<file path="src/rtl/ntu_pkg.sv">
package ntu_pkg;

  typedef enum logic [3:0] {
    S_RESET,
    S_IDLE,
    S_HOLD,
    S_SF_WAIT,
    S_SF_LOOP,
    S_SYNC_A,
    S_SYNC_B,
    S_ACT_WAIT,
    S_TRANSP,
    S_DEACT_PEND,
    S_DC_SEND,
    S_TEST
  } seq_state_e;

  localparam int CMD_W = 4;
  localparam int IND_W = 4;
  localparam int SIG_W = 3;

  localparam logic [CMD_W-1:0] CMD_RES = 4'h1;
  localparam logic [CMD_W-1:0] CMD_AR  = 4'h8;
  localparam logic [CMD_W-1:0] CMD_AI  = 4'hC;
  localparam logic [CMD_W-1:0] CMD_DI  = 4'hF;

  localparam logic [IND_W-1:0] IND_RST   = 4'h0;
  localparam logic [IND_W-1:0] IND_IDLE  = 4'h1;
  localparam logic [IND_W-1:0] IND_HOLD  = 4'h2;
  localparam logic [IND_W-1:0] IND_PEND  = 4'h3;
  localparam logic [IND_W-1:0] IND_TRAIN = 4'h4;
  localparam logic [IND_W-1:0] IND_TEST  = 4'h6;
  localparam logic [IND_W-1:0] IND_SYNCA = 4'h8;
  localparam logic [IND_W-1:0] IND_SYNCB = 4'h9;
  localparam logic [IND_W-1:0] IND_WACT  = 4'hA;
  localparam logic [IND_W-1:0] IND_LIVE  = 4'hC;
  localparam logic [IND_W-1:0] IND_DC    = 4'hF;

  localparam logic [SIG_W-1:0] SIG_SILENT = 3'd0;
  localparam logic [SIG_W-1:0] SIG_SN2    = 3'd1;
  localparam logic [SIG_W-1:0] SIG_SN3    = 3'd2;
  localparam logic [SIG_W-1:0] SIG_SN3T   = 3'd3;
  localparam logic [SIG_W-1:0] SIG_SSP    = 3'd5;

  localparam logic [2:0] TM_SSP = 3'b101;

  function automatic logic [IND_W-1:0] ind_of(input seq_state_e s);
    logic [IND_W-1:0] c;
    case (s)
      S_RESET:      c = IND_RST;
      S_IDLE:       c = IND_IDLE;
      S_HOLD:       c = IND_HOLD;
      S_SF_WAIT,
      S_SF_LOOP:    c = IND_TRAIN;
      S_SYNC_A:     c = IND_SYNCA;
      S_SYNC_B:     c = IND_SYNCB;
      S_ACT_WAIT:   c = IND_WACT;
      S_TRANSP:     c = IND_LIVE;
      S_DEACT_PEND: c = IND_PEND;
      S_DC_SEND:    c = IND_DC;
      S_TEST:       c = IND_TEST;
      default:      c = IND_RST;
    endcase
    return c;
  endfunction

  function automatic logic [SIG_W-1:0] sig_of(input seq_state_e s);
    logic [SIG_W-1:0] g;
    case (s)
      S_SF_WAIT,
      S_SF_LOOP:   g = SIG_SN2;
      S_SYNC_A,
      S_SYNC_B,
      S_ACT_WAIT:  g = SIG_SN3;
      S_TRANSP:    g = SIG_SN3T;
      S_TEST:      g = SIG_SSP;
      default:     g = SIG_SILENT;
    endcase
    return g;
  endfunction

endpackage

</file>
<file path="src/rtl/ntu_holdoff.sv">
module ntu_holdoff #(
  parameter int T7_TICKS = 4000
) (
  input  logic clk,
  input  logic rst,
  input  logic load,
  output logic expired
);
  localparam int CW = $clog2(T7_TICKS + 1);

  logic [CW-1:0] cnt;

  always_ff @(posedge clk) begin
    if (rst) begin
      cnt <= '0;
    end else if (load) begin
      cnt <= CW'(T7_TICKS);
    end else if (cnt != '0) begin
      cnt <= cnt - 1'b1;
    end
  end

  assign expired = (cnt == '0);

  // a fresh load always opens a non-empty hold-off window
  p_load_blocks_r3: assert property (@(posedge clk) disable iff (rst)
    load |=> !expired);

endmodule

</file>
<file path="src/rtl/ntu_ci_out.sv">
module ntu_ci_out
  import ntu_pkg::*;
#(
  parameter int DC_REPEATS = 4
) (
  input  logic              clk,
  input  logic              rst,
  input  logic              ci_strobe,
  input  seq_state_e        state_q,
  output logic [IND_W-1:0]  ind_code,
  output logic              dc_done
);
  localparam int RW = $clog2(DC_REPEATS + 1);

  logic [RW-1:0] rep_cnt;
  logic          in_dc;

  assign in_dc   = (state_q == S_DC_SEND);
  assign dc_done = ci_strobe && in_dc && (rep_cnt == RW'(DC_REPEATS - 1));

  always_ff @(posedge clk) begin
    if (rst) begin
      rep_cnt <= '0;
    end else if (!in_dc) begin
      rep_cnt <= '0;
    end else if (ci_strobe) begin
      rep_cnt <= rep_cnt + 1'b1;
    end
  end

  always_ff @(posedge clk) begin
    if (rst) begin
      ind_code <= IND_RST;
    end else if (ci_strobe) begin
      ind_code <= ind_of(state_q);
    end
  end

  // the indication only moves on a frame strobe
  p_ind_stable_r10: assert property (@(posedge clk) disable iff (rst)
    !ci_strobe |=> $stable(ind_code));

  // the repeat count never runs past the configured number
  p_dc_bound_r1: assert property (@(posedge clk) disable iff (rst)
    in_dc |-> (int'(rep_cnt) < DC_REPEATS));

endmodule

</file>
<file path="src/rtl/ntu_seq_fsm.sv">
module ntu_seq_fsm
  import ntu_pkg::*;
(
  input  logic              clk,
  input  logic              rst,
  input  logic              ci_strobe,
  input  logic [CMD_W-1:0]  cmd,
  input  logic              line_act,
  input  logic              line_uoa,
  input  logic              sf_det,
  input  logic              aloop_sel,
  input  logic              agc_done,
  input  logic              phase_done,
  input  logic              eq_done,
  input  logic [2:0]        tm,
  input  logic              t7_expired,
  input  logic              dc_done,
  output seq_state_e        state_q,
  output logic              t7_load,
  output logic [SIG_W-1:0]  line_sig,
  output logic              rx_rst,
  output logic              sw_rst
);
  seq_state_e nxt;
  logic agc_seen, phase_seen, eq_seen;
  logic train_all;
  logic is_active;

  assign train_all = (agc_seen | agc_done) & (phase_seen | phase_done) & (eq_seen | eq_done);

  assign is_active = (state_q == S_SF_WAIT) || (state_q == S_SF_LOOP) ||
                     (state_q == S_SYNC_A)  || (state_q == S_SYNC_B)  ||
                     (state_q == S_ACT_WAIT) || (state_q == S_TRANSP);

  // sticky record of the loop-back training strobes
  always_ff @(posedge clk) begin
    if (rst || state_q != S_SF_LOOP) begin
      agc_seen   <= 1'b0;
      phase_seen <= 1'b0;
      eq_seen    <= 1'b0;
    end else begin
      agc_seen   <= agc_seen   | agc_done;
      phase_seen <= phase_seen | phase_done;
      eq_seen    <= eq_seen    | eq_done;
    end
  end

  always_comb begin
    nxt = state_q;
    if (tm == TM_SSP) begin
      nxt = S_TEST;
    end else if (state_q == S_TEST) begin
      nxt = S_RESET;
    end else if (cmd == CMD_RES) begin
      nxt = S_RESET;
    end else if (is_active && cmd == CMD_DI) begin
      nxt = S_DEACT_PEND;
    end else begin
      case (state_q)
        S_RESET:      nxt = S_IDLE;
        S_IDLE:       if (cmd == CMD_AR) nxt = S_HOLD;
        S_HOLD: begin
          if (cmd == CMD_DI)
            nxt = S_DC_SEND;
          else if (cmd == CMD_AR && t7_expired)
            nxt = aloop_sel ? S_SF_LOOP : S_SF_WAIT;
        end
        S_SF_WAIT:    if (sf_det) nxt = S_SYNC_A;
        S_SF_LOOP:    if (train_all) nxt = S_SYNC_A;
        S_SYNC_A:     if (line_uoa) nxt = S_SYNC_B;
        S_SYNC_B: begin
          if (cmd == CMD_AI)
            nxt = S_ACT_WAIT;
          else if (!line_uoa)
            nxt = S_SYNC_A;
        end
        S_ACT_WAIT:   if (line_act) nxt = S_TRANSP;
        S_TRANSP:     nxt = S_TRANSP;
        S_DEACT_PEND: if (ci_strobe) nxt = S_HOLD;
        S_DC_SEND:    if (dc_done) nxt = S_IDLE;
        default:      nxt = S_RESET;
      endcase
    end
  end

  assign t7_load = (nxt == S_HOLD) && (state_q != S_HOLD);

  always_ff @(posedge clk) begin
    if (rst) begin
      state_q  <= S_RESET;
      line_sig <= SIG_SILENT;
      rx_rst   <= 1'b0;
      sw_rst   <= 1'b0;
    end else begin
      state_q  <= nxt;
      line_sig <= sig_of(nxt);
      rx_rst   <= t7_load && (state_q != S_DEACT_PEND);
      sw_rst   <= (nxt == S_RESET) && (state_q != S_RESET);
    end
  end

  // leaving pending-shutdown never resets the receiver
  p_no_rxrst_pend_r2: assert property (@(posedge clk) disable iff (rst)
    (state_q == S_DEACT_PEND) |=> !rx_rst);

  // no start of training while the hold-off is still running
  p_holdoff_r3: assert property (@(posedge clk) disable iff (rst)
    (state_q == S_HOLD && !t7_expired) |=> (state_q != S_SF_WAIT && state_q != S_SF_LOOP));

  // the software reset is a single-cycle pulse
  p_sw_single_r4: assert property (@(posedge clk) disable iff (rst)
    sw_rst |=> !sw_rst);

  // superframe wait only ends on detection or an override
  p_sf_gate_r7: assert property (@(posedge clk) disable iff (rst)
    (state_q == S_SF_WAIT && !sf_det) |=> (state_q != S_SYNC_A));

  // loop-back training needs all three strobes
  p_loop_gate_r8: assert property (@(posedge clk) disable iff (rst)
    (state_q == S_SF_LOOP && !train_all) |=> (state_q != S_SYNC_A));

  // the test code wins over everything
  p_test_entry_r9: assert property (@(posedge clk) disable iff (rst)
    (tm == TM_SSP) |=> (state_q == S_TEST && line_sig == SIG_SSP));

  // confirm-shutdown stays put until the repeat count is met
  p_dc_hold_r1: assert property (@(posedge clk) disable iff (rst)
    (state_q == S_DC_SEND && !dc_done && tm != TM_SSP && cmd != CMD_RES) |=> (state_q == S_DC_SEND));

endmodule

</file>
<file path="src/rtl/ntu_act_ctrl.sv">
module ntu_act_ctrl
  import ntu_pkg::*;
#(
  parameter int T7_TICKS   = 4000,
  parameter int DC_REPEATS = 4
) (
  input  logic        clk,
  input  logic        rst,
  input  logic        ci_strobe,
  input  logic [3:0]  cmd,
  input  logic        line_act,
  input  logic        line_uoa,
  input  logic        sf_det,
  input  logic        aloop_sel,
  input  logic        agc_done,
  input  logic        phase_done,
  input  logic        eq_done,
  input  logic [2:0]  tm,
  output logic [3:0]  ind_code,
  output logic [2:0]  line_sig,
  output logic        rx_rst,
  output logic        sw_rst
);
  seq_state_e state_q;
  logic       t7_load;
  logic       t7_expired;
  logic       dc_done;

  ntu_holdoff #(.T7_TICKS(T7_TICKS)) u_holdoff (
    .clk     (clk),
    .rst     (rst),
    .load    (t7_load),
    .expired (t7_expired)
  );

  ntu_ci_out #(.DC_REPEATS(DC_REPEATS)) u_ci_out (
    .clk       (clk),
    .rst       (rst),
    .ci_strobe (ci_strobe),
    .state_q   (state_q),
    .ind_code  (ind_code),
    .dc_done   (dc_done)
  );

  ntu_seq_fsm u_fsm (
    .clk        (clk),
    .rst        (rst),
    .ci_strobe  (ci_strobe),
    .cmd        (cmd),
    .line_act   (line_act),
    .line_uoa   (line_uoa),
    .sf_det     (sf_det),
    .aloop_sel  (aloop_sel),
    .agc_done   (agc_done),
    .phase_done (phase_done),
    .eq_done    (eq_done),
    .tm         (tm),
    .t7_expired (t7_expired),
    .dc_done    (dc_done),
    .state_q    (state_q),
    .t7_load    (t7_load),
    .line_sig   (line_sig),
    .rx_rst     (rx_rst),
    .sw_rst     (sw_rst)
  );

endmodule

</file>
<file path="config.mk">
export PLATFORM = sky130hd
export DESIGN_NAME = ntu_act_ctrl
export DESIGN_NICKNAME = d
export VERILOG_FILES = /design/src/rtl/ntu_pkg.sv /design/src/rtl/ntu_holdoff.sv /design/src/rtl/ntu_ci_out.sv /design/src/rtl/ntu_seq_fsm.sv /design/src/rtl/ntu_act_ctrl.sv
export SDC_FILE = /design/constraint.sdc
export NUM_CORES = 1
export LEC_CHECK = 0
export BUFFER_PORTS_ARGS = -buffer_cell sky130_fd_sc_hd__buf_2
export CORE_MARGIN = 10
export CORE_UTILIZATION = 58
export DETAILED_ROUTE_END_ITERATION = 8
export PLACE_DENSITY = 0.91
export RECOVER_POWER = 25
export SLEW_MARGIN = 20
export SYNTH_ARGS = -nofsm -noshare
export SYNTH_HDL_FRONTEND = slang
export SYNTH_HIERARCHICAL = 1
export SYNTH_SLANG_ARGS = --single-unit
</file>
<file path="constraint.sdc">
create_clock -name clk -period 3.72 [get_ports clk]
set_input_delay 0.372 -clock clk [delete_from_list [all_inputs] [get_ports clk]]
set_output_delay 0.372 -clock clk [all_outputs]
set_load 0.03 [all_outputs]
</file>
==> run summary <==
vias in the first global route = 1789
CP delay by family, top = simple AND/OR/NAND/NOR gates
FF+latch count, synth = 31
# setup viols final = 0
Vias/cell = 6.164
Slew @ Worst Pin = 0.6959 ns
Die Ht = 79.43 um
post-synthesis area per instance = 8.791 um^2
# rows = 21
Synth Flop Type = dfxtp_1
drt first pass iters = 4
Worst-path clk slew = 0.11 ns
slew margin rel. = 53.55%
CP max-delay cell = dfxtp_1
All-Layer GR Usage = 15.00%
critical path required time = 3.95 ns
Final nets = 283
critical path buffer and inverter count = 0
Hold Vio Cnt, Final = 0
Crit. path cell count = 10
critical path, cell by cell = and3b_1, and3_1, and3b_1, o21ai_2, nand4_1, a211o_2, nor4_4, and3_1, or2_2, a211oi_1
Period Utilization, post-route = 84.67%
Max Cap Viol = 0
initial antenna violation count = 0
Synth cell types = 68
post_cts resized = 0
maximum VDD drop = 0.2079 mV
CP max FO = 23
P per Cell Area = 545.0 nW/um^2
drt wl/cell = 15.34 um
Syn Nets = 259
Fillers = 325
core area = 3363 um^2
R2R cell count = 10
Async SR Flop Fraction = 0%
cts-stage hold buffer count = 0
Pleak = 0.8823 nW
setup bufs post-CTS = 0
initial DRC count = 150
Flop pwr share = 39.0%
fmax = 0.3175 GHz
TritonCTS Buffers = 5
gp weighted congestion = 0.9370
Synth Instances = 233
Sum Neg Setup Slack = 0 ns
Seq/Total Area, Yosys = 30.30%
layout cells sized above 1 = 17.44%
CTS tree = yes
number of synthesized flops with an enable pin = 0
CP max stage delay = 0.78 ns
HPWL Detailed = 3.405 mm
Mapped Area = 2048 um^2
Clk pwr share = 18.9%
post-layout min period = 3.150 ns
CP Launch Type = flip-flop
Comb power frac = 42.1%
CTS Buffer Depth = 2
CP arrival = 3.38 ns
Cell Area, Placed = 2180 um^2
CP endpoint kind = flip-flop
GRT Residual Overflow = 0
path category of the worst min-delay check = input port to flip-flop
H-tree levels = 2
IO buf count = 25
ANT nets after route = 0
Skew-Pair Late Insertion Delay = 0.35 ns
# diodes = 0
Final Util = 66.63%
Starting Density = 60.90%
Die ar. = 6308 um^2
most common cell after layout, fill and taps aside = dfxtp_1
largest net degree at the start of global routing = 24
WL final = 4.663 mm
status = finished clean
die width = 79.43 um
global-route wire length before repair = 7.734 mm
Seq. cell area = 620.6 um^2
Internal = 0.7264 mW
sw frac = 40.52%
DR vias = 1874
drt drc = 0
pins over their slew limit = 0
clock skew = 0.01464 ns
critical path class = flip-flop to flip-flop
# IOs = 26
Final Cell Area = 2241 um^2
Sink Count = 31
clk root buf = clkbuf_4
Worst R2R Setup Slack = 0.57 ns
Synth Warn # = 6
area of the multi-input gates = 1331 um^2
Worst Hold Depth = 3
Area Overhead vs Synth = 9.408%
commonest cells after routing, fill and taps aside = dfxtp_1, nor2_1, a21oi_1
RSZ-0062 raised after global routing = no
Switching Power = 0.4949 mW
[worst register-to-register path, stage by stage (launching register included)]
cell and delay [ns]:
dfxtp_1 0.78, and3b_1 0.27, and3_1 0.20, and3b_1 0.19
o21ai_2 0.12, nand4_1 0.09, a211o_2 0.40, nor4_4 0.29
and3_1 0.38, or2_2 0.24, a211oi_1 0.06
[cells in the mapped netlist, drive strengths merged, types with 2 or more instances]
master | n | area share [%]
dfxtp | 31 | 30
nor2 | 27 | 4.9
a21oi | 17 | 4.2
nand2 | 11 | 2.1
nor2b | 10 | 3.2
o21ai | 10 | 2.6
ha | 9 | 5.5
buf | 8 | 2.9
inv | 8 | 1.5
nand2b | 8 | 2.6
nor3b | 6 | 2.2
a311oi | 5 | 2.7
nor4b | 5 | 3.2
a21o | 4 | 1.5
nand4 | 4 | 1.5
nor4 | 4 | 3.4
o31ai | 4 | 1.5
a211o | 3 | 1.3
a211oi | 3 | 1.1
a31oi | 3 | 0.92
and2 | 3 | 0.92
and3 | 3 | 0.98
and3b | 3 | 1.3
nand3 | 3 | 0.73
nand3b | 3 | 1.1
nor3 | 3 | 0.73
or3 | 3 | 0.92
and4 | 2 | 0.86
clkbuf | 2 | 0.37
mux2i | 2 | 0.98
or2 | 2 | 0.61
or3b | 2 | 0.86
or4b | 2 | 0.98
xnor2 | 2 | 0.86
[logic make-up (layout without fill, tap and decap cells)]
kind of cell               after synthesis  in the layout  synth area share, %
and+or+nand+nor                        109            109                35.31
muxes                                    3              3                1.527
adders and majority gates                9              9                5.498
AOI/OAI and AO/OA                       61             61                21.81
DFF                                     31             31                30.30
xor gates and xnor gates                 2              2               0.8554
buffers and inverters                   18             43                4.704
[per-stage QoR]
stage / hold slack (ns) / total power, mW / worst slack, ns / instances
2_1_floorplan: 0.4324 / 0.8766 / 0.7920 / 233
3_3_place_gp: 0.4460 / 0.9684 / 0.7650 / 296
3_5_place_dp: 0.4572 / 0.9864 / 0.6272 / 296
4_1_cts: 0.2488 / 1.220 / 0.5962 / 304
5_1_grt: 0.2694 / 1.298 / 0.4280 / 304
6_report: 0.2583 / 1.221 / 0.5702 / 304
[final timing paths]
kind / from / endpoint
setup / recovery: u_fsm/state_q[2] / u_holdoff/cnt[1]
hold / removal: phase_done / u_fsm/phase_seen
setup reg to reg: u_fsm/state_q[2] / u_holdoff/cnt[1]
hold reg to reg: u_fsm/phase_seen / u_fsm/phase_seen
[power by group through the flow]
stage	sequential (mW)	clock [mW]	combinational, mW
CTS	0.474	0.236	0.510
global route	0.486	0.249	0.564
finish	0.476	0.231	0.514
global placement	0.478	0	0.490
floorplan	0.474	0	0.403
detailed placement	0.482	0	0.505
[layout make-up]
type                    instances  area share (%)
clock inverters                 1          0.3350
multi-input cells             184           59.41
flip-flops and latches         31           27.69
well taps                      46           2.568
clock buffers                   7           2.903
inverters                       8           1.340
repair buffers                 27           5.751
[state kept, by name, indices dropped and copies added (netlist names)]
signal and flops:
u_ci_out/ind_code 4, u_ci_out/rep_cnt 3, u_fsm/agc_seen 1, u_fsm/eq_seen 1, u_fsm/line_sig 3, u_fsm/phase_seen 1
u_fsm/rx_rst 1, u_fsm/state_q 4, u_fsm/sw_rst 1, u_holdoff/cnt 12
[layer usage]
layer	share of wire (%)	global-route usage [%]	up-vias
li1	-	-	910
met1	43	16.63	874
met2	48	25.00	78
met3	6.8	4.617	12
met4	2.2	8.065	0
met5	0	0	-
Note: power is estimated with default switching activity, not from simulation.
